--- src/rtl/clksel_pkg.sv ---
package clksel_pkg;

    typedef enum logic [1:0] {
        MODE_MANUAL = 2'b00,
        MODE_NONREV = 2'b01,
        MODE_REV    = 2'b10,
        MODE_RSVD   = 2'b11
    } sel_mode_e;

    typedef enum logic [1:0] {
        ST_MANUAL  = 2'd0,
        ST_TRACK   = 2'd1,
        ST_STARVED = 2'd2,
        ST_PARKED  = 2'd3
    } sel_state_e;

endpackage

--- src/rtl/clksel_qualify.sv ---
module clksel_qualify #(
    parameter int N_IN   = 4,
    parameter int PRIO_W = 3
) (
    input  logic [N_IN-1:0]        los_alarm,
    input  logic [N_IN-1:0]        oof_alarm,
    input  logic [N_IN-1:0]        los_mask,
    input  logic [N_IN-1:0]        oof_mask,
    input  logic [N_IN*PRIO_W-1:0] prio_vec,
    input  logic                   zdm_en,
    output logic [N_IN-1:0]        healthy,
    output logic [N_IN-1:0]        eligible
);
    // Per-input qualification: alarms after masking, then rank and reservation.
    for (genvar gi = 0; gi < N_IN; gi++) begin : g_in
        logic fault;
        logic reserved;
        assign fault        = (los_alarm[gi] & ~los_mask[gi]) | (oof_alarm[gi] & ~oof_mask[gi]);
        assign reserved     = zdm_en && (gi == N_IN - 1);
        assign healthy[gi]  = ~fault;
        assign eligible[gi] = ~fault && ~reserved && (prio_vec[gi*PRIO_W +: PRIO_W] != '0);
    end

endmodule

--- src/rtl/clksel_rank.sv ---
module clksel_rank #(
    parameter int N_IN   = 4,
    parameter int PRIO_W = 3,
    localparam int IDX_W = (N_IN > 1) ? $clog2(N_IN) : 1
) (
    input  logic [N_IN-1:0]        eligible,
    input  logic [N_IN*PRIO_W-1:0] prio_vec,
    output logic [IDX_W-1:0]       best_idx,
    output logic                   any_ok
);
    logic [PRIO_W-1:0] best_prio;

    // Strict less-than keeps the lower index on equal ranks.
    always_comb begin
        best_idx  = '0;
        best_prio = '1;
        any_ok    = 1'b0;
        for (int i = 0; i < N_IN; i++) begin
            if (eligible[i] && (!any_ok || (prio_vec[i*PRIO_W +: PRIO_W] < best_prio))) begin
                best_idx  = IDX_W'(i);
                best_prio = prio_vec[i*PRIO_W +: PRIO_W];
                any_ok    = 1'b1;
            end
        end
    end

endmodule

--- src/rtl/clksel_top.sv ---
module clksel_top
    import clksel_pkg::*;
#(
    parameter int N_IN   = 4,
    parameter int PRIO_W = 3,
    localparam int IDX_W = (N_IN > 1) ? $clog2(N_IN) : 1
) (
    input  logic                   clk,
    input  logic                   rst_n,
    input  logic [N_IN-1:0]        los_alarm,
    input  logic [N_IN-1:0]        oof_alarm,
    input  logic [N_IN-1:0]        los_mask,
    input  logic [N_IN-1:0]        oof_mask,
    input  logic [N_IN*PRIO_W-1:0] prio_vec,
    input  logic [1:0]             mode,
    input  logic [IDX_W-1:0]       pin_sel,
    input  logic [IDX_W-1:0]       reg_sel,
    input  logic                   use_reg_sel,
    input  logic                   zdm_en,
    output logic [IDX_W-1:0]       sel_idx,
    output logic                   switch_pulse,
    output logic                   no_valid
);
    localparam logic [IDX_W-1:0] RSVD_IDX = IDX_W'(N_IN - 1);

    logic [N_IN-1:0]  healthy;
    logic [N_IN-1:0]  eligible;
    logic [IDX_W-1:0] best_idx;
    logic             any_ok;

    sel_state_e       state_q, state_n;
    logic [IDX_W-1:0] sel_q, sel_n;
    logic             pulse_q;
    logic             nv_q, nv_n;
    logic [IDX_W-1:0] man_target;
    logic             man_blocked;

    clksel_qualify #(.N_IN(N_IN), .PRIO_W(PRIO_W)) u_qual (
        .los_alarm (los_alarm),
        .oof_alarm (oof_alarm),
        .los_mask  (los_mask),
        .oof_mask  (oof_mask),
        .prio_vec  (prio_vec),
        .zdm_en    (zdm_en),
        .healthy   (healthy),
        .eligible  (eligible)
    );

    clksel_rank #(.N_IN(N_IN), .PRIO_W(PRIO_W)) u_rank (
        .eligible (eligible),
        .prio_vec (prio_vec),
        .best_idx (best_idx),
        .any_ok   (any_ok)
    );

    assign man_target  = use_reg_sel ? reg_sel : pin_sel;
    assign man_blocked = zdm_en && (man_target == RSVD_IDX);

    // Next-state and next-selection decision.
    always_comb begin
        state_n = state_q;
        sel_n   = sel_q;
        nv_n    = 1'b0;
        unique case (sel_mode_e'(mode))
            MODE_MANUAL: begin                       // go_manual
                state_n = ST_MANUAL;
                sel_n   = man_blocked ? sel_q : man_target;
                nv_n    = ~healthy[sel_n];
            end
            MODE_NONREV: begin
                if (state_q == ST_TRACK && eligible[sel_q]) begin
                    state_n = ST_TRACK;              // go_track, hold current
                end else if (any_ok) begin
                    state_n = ST_TRACK;              // go_track, fail over
                    sel_n   = best_idx;
                end else begin
                    state_n = ST_STARVED;            // go_starve
                    nv_n    = 1'b1;
                end
            end
            MODE_REV: begin
                if (any_ok) begin
                    state_n = ST_TRACK;              // go_track, best wins
                    sel_n   = best_idx;
                end else begin
                    state_n = ST_STARVED;            // go_starve
                    nv_n    = 1'b1;
                end
            end
            MODE_RSVD: begin                         // go_park
                state_n = ST_PARKED;
                nv_n    = ~healthy[sel_q];
            end
        endcase
    end

    // State register.
    always_ff @(posedge clk) begin
        if (!rst_n) state_q <= ST_MANUAL;
        else        state_q <= state_n;
    end

    // Output registers.
    always_ff @(posedge clk) begin
        if (!rst_n) begin
            sel_q   <= '0;
            pulse_q <= 1'b0;
            nv_q    <= 1'b1;
        end else begin
            sel_q   <= sel_n;
            pulse_q <= (sel_n != sel_q);
            nv_q    <= nv_n;
        end
    end

    assign sel_idx      = sel_q;
    assign switch_pulse = pulse_q;
    assign no_valid     = nv_q;

endmodule

--- config.mk ---
export PLATFORM = sky130hd
export DESIGN_NAME = clksel_top
export DESIGN_NICKNAME = d
export VERILOG_FILES = /design/src/rtl/clksel_pkg.sv /design/src/rtl/clksel_qualify.sv /design/src/rtl/clksel_rank.sv /design/src/rtl/clksel_top.sv
export SDC_FILE = /design/constraint.sdc
export NUM_CORES = 1
export LEC_CHECK = 0
export ABC_AREA = 1
export BUFFER_PORTS_ARGS = -buffer_cell sky130_fd_sc_hd__buf_2
export CORE_MARGIN = 5
export CORE_UTILIZATION = 51
export DETAILED_ROUTE_END_ITERATION = 10
export PLACE_DENSITY = 0.81
export SLEW_MARGIN = 20
export SYNTH_ARGS = -nofsm -noshare
export SYNTH_HDL_FRONTEND = slang
export SYNTH_SLANG_ARGS = --single-unit
--- constraint.sdc ---
create_clock -name clk -period 5.95 [get_ports clk]
set_clock_uncertainty 0.2 [all_clocks]
set_input_delay 0.8925 -clock clk [delete_from_list [all_inputs] [get_ports clk]]
set_output_delay 0.8925 -clock clk [all_outputs]
set_load 0.05 [all_outputs]
# ---- Word level (Yosys, flattened, before mapping)
# Cells that the tools add are included.
dict set report word_totals {
  reg_bits 6
  latchBits 0
  mem_bits_rw 0
  romBits 0
  input_bits 38
  out_inout_bits 4
  word_cells 90
  n_memories 0
}
dict set report classes {
  n_addsub 0
  n_mul 0
  div_mod_pow 0
  n_lt_le_gt_ge 5
  n_eq_ne 6
  n_shift 0
  mux 27
  n_bitwise 27
  reduce_logical 21
}
# op count
set op_table {}
lappend op_table {{2-to-1 mux 2 bit} 8}
lappend op_table {{inverter 1 bit} 15}
lappend op_table {{nonzero test 3 bit} 4}
lappend op_table {{logical AND 1 bit} 10}
lappend op_table {{2-to-1 mux 1 bit} 10}
lappend op_table {{less-than comparator 3 bit} 3}
lappend op_table {{2-to-1 mux 3 bit} 3}
lappend op_table {{bitwise AND 1 bit} 8}
lappend op_table {{one-hot mux 2 bit (4 select lines)} 1}
lappend op_table {{binary-select mux 1 bit (select 2 bit)} 3}
lappend op_table {{== test 2 bit, second input constant} 3}
lappend op_table {{less-than comparator 2 x 3 -> 1 bit, second input constant} 2}
lappend op_table {{one-hot mux 2 bit (3 select lines)} 1}
lappend op_table {{== test 2 x 1 -> 1 bit, second input constant} 2}
lappend op_table {{bitwise OR 1 bit} 4}
lappend op_table {{one-hot mux 1 bit (4 select lines)} 1}
lappend op_table {{logical NOT 1 bit} 3}
lappend op_table {{logical OR 1 bit} 3}
lappend op_table {{logical NOT 2 bit} 1}
lappend op_table {{inequality test 2 bit} 1}

# ---- Logic depth before layout (Yosys ltp)
# Gate-level depths: netlist of the first run.
dict set report depth {
  depth_word 22
  mapped_depth 40
  ltp_nobuf 40
}

# ---- Modules after synthesis
# Synthesis of the first run repeated with hierarchy kept, for this count alone.
dict set report unflattened {
  hier_cells 179
  hier_area_um2 950.9
}
# module n_inst cells_each area_each_um2 seq_area_each_um2
set by_module_without_submodules {}
lappend by_module_without_submodules {clksel_top 1 90 515.5 120.1}
lappend by_module_without_submodules {clksel_rank 1 58 304.0 0.0}
lappend by_module_without_submodules {clksel_qualify 1 31 131.4 0.0}

# ---- Least setup slack after synthesis of the first run
# Ideal clock, no wire load.
dict set report synth_path {
  path_kind {in2reg}
  start {input port los_mask[0]}
  end {register pulse_q (netlist: switch_pulse)}
  setup_ns 0.114
  arrival_time_ns 3.923
  t_required_ns 5.636
  setup_slack_ns 1.713
  stages 35
  path_buffers 0
  cell_sequence {inv_1 > nand2_2 > nand2_1 > inv_2 > nand2_1 > nor2_1 > ha_1 > a21boi_2 > nand2_1 > nand2_1 > nand2_2 > nand2_4 > o21ai_0 > ha_1 > a21oi_1 > nand2_1 > nand2_2 > nand2_4 > nand2_1 > o21ai_0 > ha_1 > a21oi_1 > nand2_1 > nand2_1 > nand2_1 > nand2_1 > nand2_1 > nand2_1 > nand2_1 > nand2_2 > inv_2 > nand2_1 > nand2_1 > nor2_1 > nor2_1}
}
dict set report synth_between {
  elab_chain_cells 22
  elab_cells_between_ends 34
  classes_between {order compare: 3; eq/ne: 1; mux: 15; bitwise: 4; reduce/logical: 11}
}
# item line_no
set synth_rtl {}
lappend synth_rtl {{from (decl)} clksel_top.sv:12} ;# input logic [N_IN-1:0] los_mask,
lappend synth_rtl {{inverter 1 bit *} clksel_qualify.sv:18} ;# assign fault = (los_alarm[gi] & ~los_mask[gi]) | (oof_alarm[gi] & ~oof_mask[gi]);
lappend synth_rtl {{bitwise AND 1 bit *} clksel_qualify.sv:18}
lappend synth_rtl {{bitwise OR 1 bit *} clksel_qualify.sv:18}
lappend synth_rtl {{inverter 1 bit *} clksel_qualify.sv:21} ;# assign eligible[gi] = ~fault && ~reserved && (prio_vec[gi*PRIO_W +: PRIO_W] != '0);
lappend synth_rtl {{logical AND 1 bit *} clksel_qualify.sv:21}
lappend synth_rtl {{2-to-1 mux 3 bit or 2-to-1 mux 1 bit (tied branches)} clksel_rank.sv:19} ;# if (eligible[i] && (!any_ok || (prio_vec[i*PRIO_W +: PRIO_W] < best_prio))) begin
lappend synth_rtl {{less-than comparator 3 bit or logical NOT 1 bit (tied branches)} clksel_rank.sv:19}
lappend synth_rtl {{logical OR 1 bit} clksel_rank.sv:19}
lappend synth_rtl {{[... 6 more ...]} -}
lappend synth_rtl {{less-than comparator 3 bit or logical NOT 1 bit (tied branches)} clksel_rank.sv:19}
lappend synth_rtl {{logical OR 1 bit} clksel_rank.sv:19}
lappend synth_rtl {{logical AND 1 bit} clksel_rank.sv:19}
lappend synth_rtl {{2-to-1 mux 2 bit or 2-to-1 mux 1 bit (tied branches)} clksel_rank.sv:19}
lappend synth_rtl {{2-to-1 mux 2 bit} {clksel_top.sv:73, clksel_top.sv:82}}
lappend synth_rtl {{2-to-1 mux 2 bit} clksel_top.sv:71} ;# if (state_q == ST_TRACK && eligible[sel_q]) begin
lappend synth_rtl {{one-hot mux 2 bit (3 select lines) *} clksel_top.sv:64} ;# unique case (sel_mode_e'(mode))
lappend synth_rtl {{inequality test 2 bit *} clksel_top.sv:111} ;# pulse_q <= (sel_n != sel_q);
lappend synth_rtl {{to (signal assigned)} clksel_top.sv:111}
lappend synth_rtl {{to (decl)} clksel_top.sv:33} ;# logic pulse_q;
# Mark *: on every way between the ends. The rest lies on a longest branch, timed or not. The select of a mux whose other input is x is not followed.
# A chain may end at the register's enable or synchronous reset.

# ---- Final worst setup path of the first run
dict set report layout_path {
  start {input port oof_mask[0]}
  end {register pulse_q (netlist: switch_pulse)}
}
dict set report layout_between {
  elab_chain_cells 22
  elab_cells_between_ends 34
  classes_between {order compare: 3; eq/ne: 1; mux: 15; bitwise: 4; reduce/logical: 11}
}
# item line_no
set layout_rtl {}
lappend layout_rtl {{from (decl)} clksel_top.sv:13} ;# input logic [N_IN-1:0] oof_mask,
lappend layout_rtl {{inverter 1 bit *} clksel_qualify.sv:18}
lappend layout_rtl {{bitwise AND 1 bit *} clksel_qualify.sv:18}
lappend layout_rtl {{bitwise OR 1 bit *} clksel_qualify.sv:18}
lappend layout_rtl {{inverter 1 bit *} clksel_qualify.sv:21}
lappend layout_rtl {{logical AND 1 bit *} clksel_qualify.sv:21}
lappend layout_rtl {{2-to-1 mux 3 bit or 2-to-1 mux 1 bit (tied branches)} clksel_rank.sv:19}
lappend layout_rtl {{less-than comparator 3 bit or logical NOT 1 bit (tied branches)} clksel_rank.sv:19}
lappend layout_rtl {{logical OR 1 bit} clksel_rank.sv:19}
lappend layout_rtl {{[... 6 more ...]} -}
lappend layout_rtl {{less-than comparator 3 bit or logical NOT 1 bit (tied branches)} clksel_rank.sv:19}
lappend layout_rtl {{logical OR 1 bit} clksel_rank.sv:19}
lappend layout_rtl {{logical AND 1 bit} clksel_rank.sv:19}
lappend layout_rtl {{2-to-1 mux 2 bit or 2-to-1 mux 1 bit (tied branches)} clksel_rank.sv:19}
lappend layout_rtl {{2-to-1 mux 2 bit} {clksel_top.sv:73, clksel_top.sv:82}}
lappend layout_rtl {{2-to-1 mux 2 bit} clksel_top.sv:71}
lappend layout_rtl {{one-hot mux 2 bit (3 select lines) *} clksel_top.sv:64}
lappend layout_rtl {{inequality test 2 bit *} clksel_top.sv:111}
# Marks and branches as above.

==> results of run 1 <==
## where the power goes
group	switching [mW]	internal, mW
clock network	0.0168	0.0230
logic	0.0747	0.0446
registers	0.00288	0.0445
total	0.0944	0.112
## layout make-up
cell class                      count  area, sq um  area share
Multi-Input combinational cell    128          686       0.555
Timing Repair Buffer               41          205       0.166
Inverter                           42          171       0.139
Sequential cell                     6          120      0.0972
Tap cell                           25         31.3      0.0253
Clock buffer                        3         22.5      0.0182
## flip-flops by register name, summed over array words and instances, names as in the netlist
signal	cells
switch_pulse	1
sel_idx	2
state_q	2
no_valid	1
## routing by layer
layer	part of all wire	GRT usage	vias up
met3	0.076	0.0388	2
met1	0.40	0.219	544
met4	0.0023	0.0255	0
met5	0	0	-
li1	-	-	657
met2	0.52	0.399	39
## tightest hold or removal path, delay by kind of cell (launching register included)
kind,cells,cell delay [ns]
DFF,1,0.37
AOI/OAI and AO/OA,1,0.18
and+or+nand+nor,1,0.04
## placed cells by master, fill, tap and decap left out, types with 4 or more instances in the layout
cell,netlist,routed
nand2_1,49,49
inv_2,4,4
nand2_2,8,8
o21ai_0,10,10
ha_1,5,5
inv_1,36,36
a21oi_1,8,8
buf_2,0,41
nand3_1,7,7
nor2_1,16,16
dfxtp_1,6,6
## logic make-up after synthesis
| group | after synthesis | synth area share |
|---|---|---|
| simple gates | 90 | 0.423 |
| buf+inv | 42 | 0.175 |
| compound gates | 32 | 0.205 |
| flops | 6 | 0.123 |
| fa+ha+maj | 5 | 0.0640 |
| mux | 1 | 0.0102 |
## synth_stat cells
library cell  count
nand4_1           3
o21a_1            1
nor3_1            2
nand2_1          49
ha_1              5
mux2i_1           1
a21boi_2          1
o22ai_2           1
inv_2             4
a31oi_1           3
o2111ai_1         2
o21ai_0          10
clkinv_1          1
nor2_1           16
nand2_4           2
nand3_1           7
a211oi_1          1
nand2_2           8
nand3_2           2
dfxtp_1           6
bufinv_8          1
a21oi_1           8
o211ai_1          1
nand4_2           1
o22ai_1           2
inv_1            36
o31ai_1           2
## path summary, 6_finish.rpt
path / startpoint / endpoint / slack (ns) / cells past startpoint
max: oof_mask[0] / switch_pulse / 1.49 / 34
min: sel_idx[0] / sel_idx[0] / 0.43 / 2
max reg2reg: sel_idx[0] / switch_pulse / 3.78 / 13
min reg2reg: sel_idx[0] / sel_idx[0] / 0.43 / 2
==> impl_metrics.json, run 1 <==
{
  "status": "finished, final reports clean",
  "grt_max_degree": 10,
  "critical_path_buf_inv_count": 3,
  "grt_usage": 0.201,
  "synthCells": 176,
  "max_freq_ghz": 0.224,
  "synth_area_leaders": "nand2_1, inv_1, dfxtp_1",
  "die_h_um": 53.8,
  "die_width_um": 53.8,
  "finalNetCount": 265,
  "cts_tree": "built",
  "firstDrtPassIters": 4,
  "drtIter0Drc": 35,
  "slew_violations": 0,
  "dp_slack_ns": 1.24,
  "max_stage_delay_ns": 0.30,
  "ant_nets": 0,
  "cp_top_family": "simple AND/OR/NAND/NOR gates",
  "syn_area_sq_um": 977,
  "powerDensity_nw_per_um2": 167,
  "grt_pass1_vias": 1162,
  "p_leak_nw": 0.776,
  "synthDistinctLibCells": 27,
  "cp.required_ns": 5.93,
  "tightest_slew_ns": 0.396,
  "grt_pass1_wl_um": 4420,
  "syn_area_per_cell_sq_um": 5.55,
  "dpl.cell_count": 242,
  "clock_latency_ns": 0.25,
  "yosysTopAreaCell": "nand2_1",
  "endpoint_kind": "flop",
  "final_hold_viol_count": 0,
  "ys_ff_latch": 6,
  "cap_violations": 0,
  "finalCriticalPeriod_ns": 4.46,
  "crit_fanout": 6,
  "placed_area_sq_um": 1210,
  "cts_max_level": 1,
  "slew_headroom": 0.735,
  "numPortBuffers": 41,
  "cp.arrival_ns": 4.45,
  "cts_root_buf": "clkbuf_4",
  "wl_um": 2660,
  "drc": 0,
  "tns_ns": 0,
  "io_pins": 42,
  "yosys.area.top_type_share": 0.188,
  "drive_above_1_share": 0.291,
  "wl_per_cell_um": 10.9,
  "ctsResizeCount": 0,
  "gr-total-overflow": 0,
  "final_cell_area_sq_um": 1240,
  "holdCritPathClass": "flop to flop",
  "fin_util": 0.693,
  "gp_congestion": 0.918,
  "syn_nets": 219,
  "cts.sinks": 6,
  "setup_ws_ns": 1.49,
  "die_area_sq_um": 2890,
  "cp_common_cell": "nand2_1",
  "whs_ns": 0.426,
  "dp_hpwl_um": 2330,
  "fillers": 175,
  "clock_path_buffers": 2,
  "syn_to_final_growth_pct": 26.5,
  "cts_buffers": 3,
  "fp-row-count": 15,
  "ys_warn_count": 0,
  "antenna_found_initial": 0,
  "path_class": "input port to flop",
  "slowest_stage": "ha_1",
  "cts_setup_buffers": 0,
  "viasPerCell": 5.07,
  "cts.reportedPaths.clkPinSlew_ns": 0.05,
  "diodes": 0,
  "postCtsHoldBufs": 0,
  "ir_worst_vdd_v": 0.000106,
  "post-route-period-util": 0.750,
  "initial_utilization": 0.548,
  "power.total_mw": 0.206,
  "ys_seq_area_frac": 0.123,
  "setup_violations": 0,
  "coreArea_sq_um": 1780,
  "critPathLaunchType": "input port",
  "rsz0062_at_grt": "no",
  "num_vias": 1242,
  "layout.cells.non_filler": 245
}
Note: power is estimated with default switching activity, not from simulation.
==> run 2, diff against run 1 <==
- CORE_UTILIZATION: 51 -> 43
- PLACE_DENSITY: 0.81 -> 0.72
- clock period: 5.95 -> 4.1 ns (I/O delays scaled with it)
==> impl_metrics.json, run 2 (synthesis gave the netlist of run 1 again) <==
{
  "status": "finished, final reports clean",
  "clock_path_buffers": 2,
  "holdCritPathClass": "input port to flop",
  "wl_um": 3060,
  "cts_max_level": 1,
  "grt_pass1_vias": 1222,
  "dp_hpwl_um": 2380,
  "power.total_mw": 0.339,
  "max_stage_delay_ns": 0.32,
  "num_vias": 1305,
  "slowest_stage": "ha_1",
  "critPathLaunchType": "input port",
  "post-route-period-util": 0.971,
  "cts_buffers": 3,
  "hold_path_depth": 2,
  "setup_ws_ns": 0.119,
  "viasPerCell": 4.91,
  "firstDrtPassIters": 4,
  "initial_utilization": 0.446,
  "max_freq_ghz": 0.251,
  "layout.cells.non_filler": 266,
  "p_leak_nw": 0.886,
  "crit_fanout": 5,
  "final_hold_viol_count": 0,
  "dpl.cell_count": 258,
  "cp.arrival_ns": 3.92,
  "fin_util": 0.676,
  "cp.required_ns": 4.03,
  "fp-row-count": 17,
  "drive_above_1_share": 0.408,
  "finalCriticalPeriod_ns": 3.98,
  "die_area_sq_um": 3330,
  "fillers": 222,
  "numPortBuffers": 41,
  "cts.reportedPaths.clkPinSlew_ns": 0.05,
  "ant_nets": 0,
  "tns_ns": 0,
  "coreArea_sq_um": 2190,
  "cp_common_cell": "nand2_1",
  "setup_violations": 0,
  "cts_root_buf": "clkbuf_4",
  "most-common-layout-cells": "nand2_1, buf_2, inv_1, buf_4, nor2_1",
  "rsz0062_at_grt": "yes",
  "endpoint_kind": "flop",
  "dp_slack_ns": -0.250,
  "io_pins": 42,
  "final_cell_area_sq_um": 1480,
  "multi_input_area_sq_um": 761,
  "cts.sinks": 6,
  "placed_area_sq_um": 1320,
  "drtIter0Drc": 31,
  "slew_headroom": 0.695,
  "gp_congestion": 0.876,
  "path_class": "input port to flop",
  "whs_ns": 0.368,
  "register_area_sq_um": 120,
  "diodes": 0,
  "grt_pass1_wl_um": 4780,
  "slew_violations": 0,
  "r2r_cells": 13,
  "powerDensity_nw_per_um2": 229,
  "die_width_um": 57.7,
  "grt_usage": 0.171,
  "wl_per_cell_um": 11.5,
  "syn_to_final_growth_pct": 51.6,
  "cap_violations": 0,
  "finalNetCount": 283,
  "cts_tree": "built",
  "drc": 0,
  "tightest_slew_ns": 0.456,
  "clock_latency_ns": 0.24,
  "antenna_found_initial": 0,
  "grt_max_degree": 10,
  "die_h_um": 57.7,
  "ir_worst_vdd_v": 0.000194,
  "gr-total-overflow": 0,
  "layout_commonest_cell": "nand2_1"
}
-- run 2: cell types whose count changed in the layout (fill, tap and decap cells not counted), sizes merged --
cell,change
buf,+18
-- run 2: final timing paths --
check	startpoint	to	slack (ns)
setup reg to reg	sel_idx[0]	switch_pulse	1.97
hold reg to reg	sel_idx[1]	switch_pulse	0.42
hold / removal	rst_n	no_valid	0.37
setup / recovery	los_alarm[0]	switch_pulse	0.12
-- run 2: layout make-up --
type                            count  share of cell area
Multi-Input combinational cell    128               0.514
Sequential cell                     6              0.0811
Tap cell                           28              0.0236
Inverter                           42               0.116
Timing Repair Buffer               59               0.251
Clock buffer                        3              0.0152
-- run 2: where the power goes --
group | total, mW | internal, mW | switching [mW]
registers | 0.0689 | 0.0648 | 0.00411
clock network | 0.0530 | 0.0330 | 0.0200
logic | 0.217 | 0.0937 | 0.124
-- run 2: repair_timing --
action | in CTS | in global routing
hold endpoints to repair | 0 | 0
pin swaps | 0 | 14
hold buffers | 0 | 0
buffers inserted | 0 | 5
cloned | 0 | 0
setup endpoints to repair | 1 | 3
gates resized for setup | 1 | 28
-- run 2: worst max-delay path, delay by kind of cell --
kind	cells	cell delay (ns)
AOI/OAI and AO/OA	3	0.25
adders and majority gates	3	0.82
buffers and inverters	5	0.28
and+or+nand+nor	29	1.94
-- run 2: per-layer routing --
metal  wire length (um)  share of wire  GRT usage
met2               1610           0.53      0.310
met3                216          0.071     0.0468
met1               1200           0.39      0.205
met5                  0              0          0
met4                 34          0.011     0.0232
==> run 3, diff against run 2 <==
- CORE_UTILIZATION: 43 -> 47
- PLACE_DENSITY: 0.72 -> 0.75
- clock period: 4.1 -> 4.45 ns (I/O delays scaled with it)
==> impl_metrics.json, run 3 (synthesis gave the netlist of run 1 again) <==
{
  "drc": 0,
  "gp_congestion": 0.821,
  "cp.arrival_ns": 4.06,
  "cp-startpoint": "prio_vec[2]",
  "grt_max_degree": 10,
  "dp_hpwl_um": 2280,
  "holdCritPathClass": "input port to flop",
  "initial_utilization": 0.498,
  "cts_tree": "built",
  "wl_met1_um": 1180,
  "cts_root_buf": "clkbuf_4",
  "wl_um": 2780,
  "cap_violations": 0,
  "post-route-period-util": 0.926,
  "fillers": 195,
  "whs_ns": 0.428,
  "drive_above_1_share": 0.376,
  "clock_path_buffers": 2,
  "grt_pass1_vias": 1118,
  "slowest_stage": "ha_1",
  "r2r_start": "sel_idx[0]",
  "ir_worst_vdd_v": 0.000229,
  "finalCriticalPeriod_ns": 4.12,
  "slew_headroom": 0.707,
  "endpoint_kind": "flop",
  "cp_common_cell": "nand2_1",
  "tightest_slew_ns": 0.438,
  "die_h_um": 55.6,
  "grt_pass1_wl_um": 4370,
  "setup_violations": 0,
  "numPortBuffers": 41,
  "top_layer": "met4",
  "tns_ns": 0,
  "layout_commonest_cell": "nand2_1",
  "p_leak_nw": 0.818,
  "antenna_found_initial": 0,
  "clock_latency_ns": 0.25,
  "wl_met3_um": 195,
  "gr-total-overflow": 0,
  "firstDrtPassIters": 5,
  "finalNetCount": 271,
  "grt_usage": 0.163,
  "max_freq_ghz": 0.243,
  "syn_to_final_growth_pct": 42.3,
  "die_width_um": 55.6,
  "layout.cells.non_filler": 253,
  "cts.reportedPaths.clkPinSlew_ns": 0.05,
  "cts_buffers": 3,
  "cts.sinks": 6,
  "ant_nets": 0,
  "cp.required_ns": 4.39,
  "final_hold_viol_count": 0,
  "drtIter0Drc": 31,
  "viasPerCell": 4.95,
  "critPathLaunchType": "input port",
  "die_area_sq_um": 3090,
  "postCtsHoldBufs": 0,
  "status": "finished, final reports clean",
  "fp-row-count": 16,
  "coreArea_sq_um": 1960,
  "power.total_mw": 0.299,
  "max_stage_delay_ns": 0.31,
  "slew_violations": 0,
  "powerDensity_nw_per_um2": 215,
  "num_vias": 1253,
  "hold_start": "rst_n",
  "wl_per_cell_um": 11.0,
  "io_pins": 42,
  "diodes": 0,
  "path_class": "input port to flop",
  "crit_fanout": 6,
  "most-common-layout-cells": "nand2_1, buf_2, inv_1, nor2_1, nand2_2",
  "cts_max_level": 1,
  "dpl.cell_count": 244,
  "wl_met2_um": 1380,
  "fin_util": 0.709
}
[run 3: final cells by class]
class                           instances  area, sq um  area share
Clock buffer                            3         22.5      0.0162
Sequential cell                         6          120      0.0864
Timing Repair Buffer                   47          250       0.180
Tap cell                               27         33.8      0.0243
Inverter                               42          171       0.123
Multi-Input combinational cell        128          792       0.570
[run 3: power by group]
part	internal, mW	switching [mW]	total [mW]
logic	0.0732	0.112	0.185
registers	0.0596	0.00386	0.0634
clock network	0.0305	0.0200	0.0505
[run 3: final timing paths]
path | end | slack (ns) | cells after the start
max reg2reg | switch_pulse | 2.32 | 13
min | no_valid | 0.43 | 2
min reg2reg | switch_pulse | 0.44 | 4
max | switch_pulse | 0.33 | 37
[run 3: repair_timing]
item | 4_1_cts | 5_1_grt
setup buffers | 0 | 6
setup endpoints to repair | 0 | 3
gates resized for setup | 0 | 24
[run 3: layer usage]
metal	up-vias	GRT usage
li1	660	-
met1	547	0.201
met2	44	0.294
met3	2	0.0418
met4	0	0.0104
met5	-	0
[run 3: critical path: cells and delay by family]
family | cells | cell delay [ns]
compound gates | 4 | 0.47
fa+ha+maj | 3 | 0.77
buf+inv | 3 | 0.20
simple gates | 27 | 1.92
[run 3: stage by stage]
| stage | area (sq um) | worst slack (ns) |
|---|---|---|
| after CTS | 1240 | 0.154 |
| after global placement | 1220 | 0.0218 |
| final | 1390 | 0.327 |
| after global routing | 1390 | -0.0602 |
| after detailed placement | 1220 | -0.100 |
| after floorplan | 977 | 0.438 |
